$ cat config.mk
export PLATFORM = sky130hd
export DESIGN_NAME = vnode_deg3
export DESIGN_NICKNAME = d
export VERILOG_FILES = /design/src/rtl/vnode_pkg.sv /design/src/rtl/vnode_msg_gate.sv /design/src/rtl/vnode_sum.sv /design/src/rtl/vnode_clip.sv /design/src/rtl/vnode_deg3.sv
export SDC_FILE = /design/constraint.sdc
export NUM_CORES = 1
export LEC_CHECK = 0
export ABC_AREA = 1
export BUFFER_PORTS_ARGS = -buffer_cell sky130_fd_sc_hd__clkbuf_2
export CORE_MARGIN = 2
export CORE_UTILIZATION = 28
export DETAILED_ROUTE_END_ITERATION = 10
export PLACE_DENSITY_LB_ADDON = 0.15
export REMOVE_ABC_BUFFERS = 1
export SETUP_SLACK_MARGIN = 0.1
export SLEW_MARGIN = 10
export SYNTH_ARGS = -nofsm -noshare
export SYNTH_HDL_FRONTEND = slang
export SYNTH_SLANG_ARGS = --single-unit
$ cat constraint.sdc
create_clock -name clk -period 5 [get_ports clk]
set_input_delay 0.25 -clock clk [delete_from_list [all_inputs] [get_ports clk]]
set_output_delay 0.25 -clock clk [all_outputs]
set_load 0.02 [all_outputs]
$ cat src/rtl/vnode_pkg.sv
package vnode_pkg;

    // number of checks attached to each bit in a (3,6)-regular code
    localparam int VN_DEG = 3;

    // extra integer bits so four W-bit terms add without wrap
    localparam int SUM_GUARD = 2;

    // where the check-side operands come from in a given pass
    typedef enum logic {
        MSG_LIVE = 1'b0,
        MSG_ZERO = 1'b1
    } msg_src_e;

    // largest magnitude kept by the symmetric clip
    function automatic int sat_limit(input int w);
        return (1 << (w - 1)) - 1;
    endfunction

endpackage

$ cat src/rtl/vnode_msg_gate.sv
module vnode_msg_gate
    import vnode_pkg::*;
#(
    parameter int W  = 4,
    parameter int SW = W + SUM_GUARD
) (
    input  logic [VN_DEG-1:0][W-1:0] chk_msg,
    input  msg_src_e                 src,
    output logic signed [SW-1:0]     msg_x [VN_DEG]
);

    // sign-extend each lane, or force it to zero on the first pass
    for (genvar g = 0; g < VN_DEG; g++) begin : g_lane
        logic signed [SW-1:0] wide;
        assign wide     = {{(SW - W){chk_msg[g][W-1]}}, chk_msg[g]};
        assign msg_x[g] = (src == MSG_ZERO) ? '0 : wide;
    end

endmodule

$ cat src/rtl/vnode_sum.sv
module vnode_sum
    import vnode_pkg::*;
#(
    parameter int W  = 4,
    parameter int SW = W + SUM_GUARD
) (
    input  logic [W-1:0]          llr,
    input  logic signed [SW-1:0]  msg_x [VN_DEG],
    output logic signed [SW-1:0]  total_x,
    output logic signed [SW-1:0]  ext_x [VN_DEG]
);

    logic signed [SW-1:0] llr_x;
    assign llr_x = {{(SW - W){llr[W-1]}}, llr};

    // full sum: channel plus every check
    always_comb begin
        total_x = llr_x;
        for (int k = 0; k < VN_DEG; k++) begin
            total_x = total_x + msg_x[k];
        end
    end

    // extrinsic lane: remove the receiving check's own term
    for (genvar g = 0; g < VN_DEG; g++) begin : g_ext
        assign ext_x[g] = total_x - msg_x[g];
    end

endmodule

$ cat src/rtl/vnode_clip.sv
module vnode_clip
    import vnode_pkg::*;
#(
    parameter int W  = 4,
    parameter int SW = W + SUM_GUARD
) (
    input  logic signed [SW-1:0] din,
    output logic [W-1:0]         dout
);

    localparam int LIM = sat_limit(W);
    localparam logic signed [SW-1:0] HI = SW'(LIM);
    localparam logic signed [SW-1:0] LO = -HI;

    always_comb begin
        if (din > HI) begin
            dout = HI[W-1:0];
        end else if (din < LO) begin
            dout = LO[W-1:0];
        end else begin
            dout = din[W-1:0];
        end
    end

endmodule

$ cat src/rtl/vnode_deg3.sv
module vnode_deg3
    import vnode_pkg::*;
#(
    parameter int W = 4
) (
    input  logic                     clk,
    input  logic                     rst,
    input  logic                     in_valid,
    input  logic                     first_iter,
    input  logic [W-1:0]             chan_llr,
    input  logic [VN_DEG-1:0][W-1:0] chk_msg,
    output logic                     out_valid,
    output logic [VN_DEG-1:0][W-1:0] ext_msg,
    output logic [W-1:0]             total_llr,
    output logic                     hard_bit
);

    localparam int SW = W + SUM_GUARD;

    msg_src_e             src;
    logic signed [SW-1:0] msg_x   [VN_DEG];
    logic signed [SW-1:0] ext_x   [VN_DEG];
    logic signed [SW-1:0] total_x;
    logic [VN_DEG-1:0][W-1:0] ext_c;
    logic [W-1:0]             total_c;

    assign src = first_iter ? MSG_ZERO : MSG_LIVE;

    vnode_msg_gate #(.W(W), .SW(SW)) u_gate (
        .chk_msg (chk_msg),
        .src     (src),
        .msg_x   (msg_x)
    );

    vnode_sum #(.W(W), .SW(SW)) u_sum (
        .llr     (chan_llr),
        .msg_x   (msg_x),
        .total_x (total_x),
        .ext_x   (ext_x)
    );

    for (genvar g = 0; g < VN_DEG; g++) begin : g_clip
        vnode_clip #(.W(W), .SW(SW)) u_clip (
            .din  (ext_x[g]),
            .dout (ext_c[g])
        );
    end

    vnode_clip #(.W(W), .SW(SW)) u_clip_tot (
        .din  (total_x),
        .dout (total_c)
    );

    always_ff @(posedge clk) begin
        if (rst) begin
            out_valid <= 1'b0;
            ext_msg   <= '0;
            total_llr <= '0;
            hard_bit  <= 1'b0;
        end else begin
            out_valid <= in_valid;
            if (in_valid) begin
                ext_msg   <= ext_c;
                total_llr <= total_c;
                hard_bit  <= total_x[SW-1];
            end
        end
    end

endmodule

== Word level (Yosys, flattened, before mapping) ==
Index checks and enable logic that the tools add are counted.

* Flip-flop bits (word level): 18
* Input port bits: 20
* Output and inout bits: 18
* Word-level logic and storage cells: 32

* $add $sub $neg: 6
* Magnitude comparators: 8
* Muxes and demuxes: 12

{| class="wikitable"
|+ Operator list
! cell !! number
|-
| 2-to-1 mux 4 bit || 8
|-
| greater-than comparator 6 x 4 -> 1 bit (second input constant) || 4
|-
| less-than comparator 6 x 4 -> 1 bit (second input constant) || 4
|-
| 2-to-1 mux 6 bit || 3
|-
| subtractor 6 bit || 3
|-
| adder 6 bit || 2
|-
| adder 4 x 6 -> 6 bit || 1
|-
| 2-to-1 mux 1 bit || 1
|}

== Depth between registers and ports, before layout ==
* Word-level depth: 9
* Mapped depth: 25
* Gate-level depth less buffers: 25

== Modules after synthesis ==
From an unflattened synthesis, not the netlist that was laid out.

* Cells, all modules: 366
* Area, all modules: 2288.4 um2

{| class="wikitable"
|+ Modules (own cells, without submodules)
! module !! times used !! cells an instance !! area each (um2) !! seq. area each (um2)
|-
| vnode_sum || 1 || 160 || 1133.6 || 0.0
|-
| vnode_deg3 || 1 || 111 || 748.2 || 360.3
|-
| vnode_clip || 4 || 16 || 65.1 || 0.0
|-
| vnode_msg_gate || 1 || 31 || 146.4 || 0.0
|}

== Least setup slack after synthesis ==
OpenSTA, ideal clock, no wires.

* Path type: input -> register
* From: in first_iter
* To: reg ext_msg[10] (netlist bit)
* Arrival: 3496 ps
* Required time: 4885 ps
* Setup slack: 1390 ps
* Cell stages on the path: 20
* Path buffers: 1
* Path through: inv_2 > buf_6 > nand2_1 > fa_1 > fa_1 > inv_1 > ha_1 > a21oi_1 > nand2_1 > xor2_1 > ha_1 > nand2_1 > inv_1 > nand4_1 > inv_1 > nor2_1 > nand2_2 > nand3_1 > nand2_1 > o21a_1

* Word-level cells in the longest chain between the ends: 9

{| class="wikitable"
|+ Ends and longest elaborated chain
! element !! RTL line !! RTL
|-
| start: declaration || vnode_deg3.sv:9 || <nowiki>input logic first_iter,</nowiki>
|-
| 2-to-1 mux 1 bit * || vnode_deg3.sv:27 || <nowiki>assign src = first_iter ? MSG_ZERO : MSG_LIVE;</nowiki>
|-
| 2-to-1 mux 6 bit || vnode_msg_gate.sv:16 || <nowiki>assign msg_x[g] = (src == MSG_ZERO) ? '0 : wide;</nowiki>
|-
| adder 4 x 6 -> 6 bit || vnode_sum.sv:20 || <nowiki>total_x = total_x + msg_x[k];</nowiki>
|-
| adder 6 bit (2 in a row) || vnode_sum.sv:20 ||
|-
| subtractor 6 bit * || vnode_sum.sv:26 || <nowiki>assign ext_x[g] = total_x - msg_x[g];</nowiki>
|-
| less-than comparator 6 x 4 -> 1 bit || vnode_clip.sv:18 || <nowiki>end else if (din < LO) begin</nowiki>
|-
| 2-to-1 mux 4 bit || vnode_clip.sv:18 ||
|-
| 2-to-1 mux 4 bit * || vnode_clip.sv:16 || <nowiki>if (din > HI) begin</nowiki>
|-
| end signal: assignment || vnode_deg3.sv:63 || <nowiki>ext_msg <= ext_c;</nowiki>
|-
| end: declaration || vnode_deg3.sv:13 || <nowiki>output logic [VN_DEG-1:0][W-1:0] ext_msg,</nowiki>
|}

Every way passes the cells marked *; elsewhere a longest branch is shown, timed or not.
A chain may end at the register's enable or synchronous reset.

== Final worst setup path ==
* From: in first_iter
* To: reg ext_msg[5] (netlist bit)

The elaborated chain is that of the path after synthesis.

==> run_summary.xml <==
<?xml version="1.0" encoding="UTF-8"?>
<metrics>
  <group name="routing">
    <metric name="detail_route.wirelength.met1" unit="um">2640</metric>
    <metric name="vias" unit="">1929</metric>
    <metric name="length_of_the_first_detailed_routing_pass_in_iterations" unit="">4</metric>
    <metric name="residual_drc_count" unit="">0</metric>
    <metric name="met3RoutedLength" unit="um">163</metric>
    <metric name="wl_met2" unit="um">2230</metric>
    <metric name="maxUsedRoutingLayer" unit="">met4</metric>
    <metric name="avgViaCountPerCell" unit="">4.36</metric>
    <metric name="drt_initial_violations" unit="">80</metric>
    <metric name="detail-route-antenna-nets" unit="">0</metric>
    <metric name="drt_wl_total" unit="um">5050</metric>
    <metric name="final_routed_wire_length_divided_by_cell_count" unit="um">11.4</metric>
  </group>
  <group name="place">
    <metric name="hpwl" unit="um">4370</metric>
    <metric name="detailed_place.area" unit="um2">2320</metric>
    <metric name="port_buffers" unit="">37</metric>
    <metric name="globalplace.congestion" unit="">0.836</metric>
    <metric name="worst_slack_at_placement" unit="ns">0.691</metric>
  </group>
  <group name="setup_path">
    <metric name="worstPathArrival" unit="ns">4.19</metric>
    <metric name="timing.critical_path.from_type" unit="">input port</metric>
    <metric name="critical_path.startpoint" unit="">first_iter</metric>
    <metric name="worstPathRequired" unit="ns">5.18</metric>
    <metric name="worst_r2r_startpoint" unit="">ext_msg[11]</metric>
    <metric name="crit_type" unit="">in2reg</metric>
    <metric name="highest_fanout_seen_on_the_critical_path" unit="">13</metric>
    <metric name="crit_end_element" unit="">flip-flop</metric>
  </group>
  <group name="final_layout">
    <metric name="diodes" unit="">0</metric>
    <metric name="design_area" unit="um2">2380</metric>
    <metric name="fin_nets" unit="">395</metric>
    <metric name="area_growth" unit="%">16.4</metric>
    <metric name="drive_above_1_share" unit="%">17.8</metric>
    <metric name="nFillCells" unit="">811</metric>
  </group>
  <group name="pwr">
    <metric name="power_total" unit="W">0.00129</metric>
    <metric name="total_switching_power" unit="W">0.000683</metric>
    <metric name="share_seq_of_total_power" unit="%">16.1</metric>
    <metric name="leakage" unit="nW">1.36</metric>
    <metric name="ir_drop_worst_case_vdd" unit="uV">131</metric>
    <metric name="internal_power" unit="W">0.000606</metric>
    <metric name="power_frac_comb" unit="%">74.9</metric>
    <metric name="sw_frac_of_total" unit="%">53.0</metric>
    <metric name="powerDensity" unit="nW/um2">542</metric>
    <metric name="clkPwrFrac" unit="%">9.0</metric>
  </group>
  <group name="timing">
    <metric name="rsz_0062_raised_after_global_routing" unit="">no</metric>
    <metric name="final.period_utilization" unit="%">80.2</metric>
    <metric name="finalHoldViolations" unit="">0</metric>
    <metric name="worst_slew_pin_tran" unit="ns">0.493</metric>
    <metric name="finalSetupViolations" unit="">0</metric>
    <metric name="fin_tns_setup" unit="ns">0</metric>
    <metric name="fin_worst_hold_slack" unit="ns">0.340</metric>
    <metric name="fin_crit" unit="ns">4.01</metric>
    <metric name="clock_skew" unit="ns">0</metric>
    <metric name="maxClockFrequency" unit="MHz">249</metric>
    <metric name="slew-limit-headroom" unit="%">67.0</metric>
    <metric name="finalMaxSlewViolations" unit="">0</metric>
    <metric name="postLayoutSetupSlackWorst" unit="ns">0.991</metric>
  </group>
  <group name="floorplan">
    <metric name="floorplan.die_area" unit="um2">8000</metric>
    <metric name="rows" unit="">31</metric>
    <metric name="design.core.area" unit="um2">7180</metric>
    <metric name="start_util" unit="%">28.5</metric>
    <metric name="die_wd" unit="um">89.4</metric>
    <metric name="io-pin-count" unit="">38</metric>
    <metric name="chipHeight" unit="um">89.4</metric>
  </group>
  <group name="logic_synthesis">
    <metric name="post_synth_main_area_contributors" unit="">dfxtp_1, nand2_1, ha_1</metric>
    <metric name="post_synthesis_cell_type_count" unit="">29</metric>
    <metric name="synth_seq_area_share" unit="%">17.6</metric>
    <metric name="average_cell_area_after_synthesis" unit="um2">6.66</metric>
    <metric name="yosys-top-cells-count" unit="">nand2_1, inv_1, nand3_1</metric>
    <metric name="synth_top_area_share" unit="%">17.6</metric>
    <metric name="ys_ff_latch" unit="">18</metric>
    <metric name="post-synth-top-area-cell" unit="">dfxtp_1</metric>
    <metric name="postSynth.asyncResetShare" unit="%">0</metric>
    <metric name="syn_inst" unit="">307</metric>
    <metric name="post_synth_instance_area" unit="um2">2040</metric>
    <metric name="post-synth-top-count-cell" unit="">nand2_1</metric>
    <metric name="ys_warn_count" unit="">0</metric>
    <metric name="ys_dominant_reg_cell" unit="">dfxtp_1</metric>
    <metric name="synth-edff-count" unit="">0</metric>
  </group>
  <group name="cts">
    <metric name="cts_hold_repair.buffers" unit="">0</metric>
    <metric name="max-clock-path-buffers" unit="">2</metric>
    <metric name="htreeDepth" unit="">1</metric>
    <metric name="cts_buffers" unit="">3</metric>
    <metric name="postCtsSetupRepairBufs" unit="">0</metric>
    <metric name="cts_tree" unit="">yes</metric>
    <metric name="worst_skew_pair.late_latency" unit="ns">0.25</metric>
    <metric name="clock_sinks" unit="">18</metric>
    <metric name="cts.clk_slew.worst_paths" unit="ns">0.07</metric>
    <metric name="root_buffer" unit="">clkbuf_8</metric>
    <metric name="post_cts.resized_instances" unit="">0</metric>
  </group>
  <group name="grt">
    <metric name="grt_start_max_net_pins" unit="">19</metric>
    <metric name="global_route_wire_length_before_repair" unit="um">8400</metric>
    <metric name="grt_remaining_overflow" unit="">0</metric>
    <metric name="via_count_of_the_first_global_routing_pass" unit="">1849</metric>
    <metric name="grt_antenna_before_repair" unit="">0</metric>
    <metric name="grt_use_total" unit="%">13.3</metric>
  </group>
  <group name="worst_hold_path">
    <metric name="hold_path_class" unit="">in2reg</metric>
    <metric name="worst_hold_startpoint" unit="">rst</metric>
  </group>
  <group name="job">
    <metric name="drv_cap" unit="">0</metric>
  </group>
  <group name="outcome">
    <metric name="result_of_the_run" unit="">complete, no violations</metric>
  </group>
</metrics>
## sequential cells by signal (all words and copies together) (netlist names)
register	count
ext_msg	12
hard_bit	1
out_valid	1
total_llr	4
## per-stage QoR
step	util, %	cells
2_1_floorplan	-	302
3_3_place_gp	32.4	438
3_5_place_dp	32.4	438
4_1_cts	33.1	442
5_1_grt	33.1	442
6_report	33.1	442
## cells by family (layout without fill, tap and decap cells)
kind of cell    after synthesis  in the layout  synth area share [%]
simple gates                148            148                  33.6
fa+ha+maj                    31             31                  22.7
buf+inv                      63             99                  12.1
compound gates               41             41                  11.4
xor+xnor                      6              6                  2.57
flops                        18             18                  17.6
## power by group through the flow
stage	clock, W	sequential (W)	combinational [W]
floorplan	0	0.000261	0.000703
global placement	0	0.000210	0.000969
detailed placement	0	0.000211	0.000971
CTS	0.000118	0.000208	0.000976
global route	0.000127	0.000213	0.00112
finish	0.000116	0.000207	0.000966
## cell type report
type | count | area [um2] | share of cell area [%]
Clock buffer | 4 | 55.1 | 2.32
Inverter | 58 | 218 | 9.16
Tap cell | 99 | 124 | 5.21
Sequential cell | 18 | 360 | 15.2
Timing Repair Buffer | 37 | 185 | 7.79
Multi-Input combinational cell | 226 | 1440 | 60.4
## metal layers
metal	GRT usage (%)	vias to the layer above
li1	-	1052
met1	19.8	842
met2	21.5	33
met3	0.831	2
met4	1.63	0
met5	0	-
## cell usage in the layout (no fill, tap or decap), drive strengths merged
master and instances:
o21ai 11, fa 10, nand4 3, and2 1
xor2 4, nor3 1, clkbuf 41, nand2b 1
or2 1, inv 58, a21oi 22, dfxtp 18
nand2 88, nand3 38, nor2 13, o211ai 2
a31oi 4, nand3b 2, ha 21, o21a 1
xnor2 2, a31o 1
## path summary, 6_finish.rpt
| path | cells after the start | slack, ns | end |
|---|---|---|---|
| worst max-delay path | 20 | 0.99 | ext_msg[5] |
| worst min register to register | 2 | 0.47 | total_llr[3] |
| worst max register to register | 4 | 4.33 | ext_msg[11] |
| worst min-delay path | 2 | 0.34 | total_llr[3] |
## critical path, cell delays in order
cell	delay, ns
clkbuf_2	0.09
inv_2	0.20
nand2_1	0.24
fa_1	0.56
fa_1	0.56
inv_1	0.04
ha_1	0.33
a21oi_1	0.14
nand2_1	0.07
xor2_1	0.41
ha_1	0.37
a21oi_1	0.18
o21ai_0	0.11
nor2_1	0.14
nand3_1	0.09
nand3_1	0.11
nand2_1	0.06
inv_1	0.07
nand2_1	0.05
a21oi_1	0.10
(Power assumes the default switching activity.)
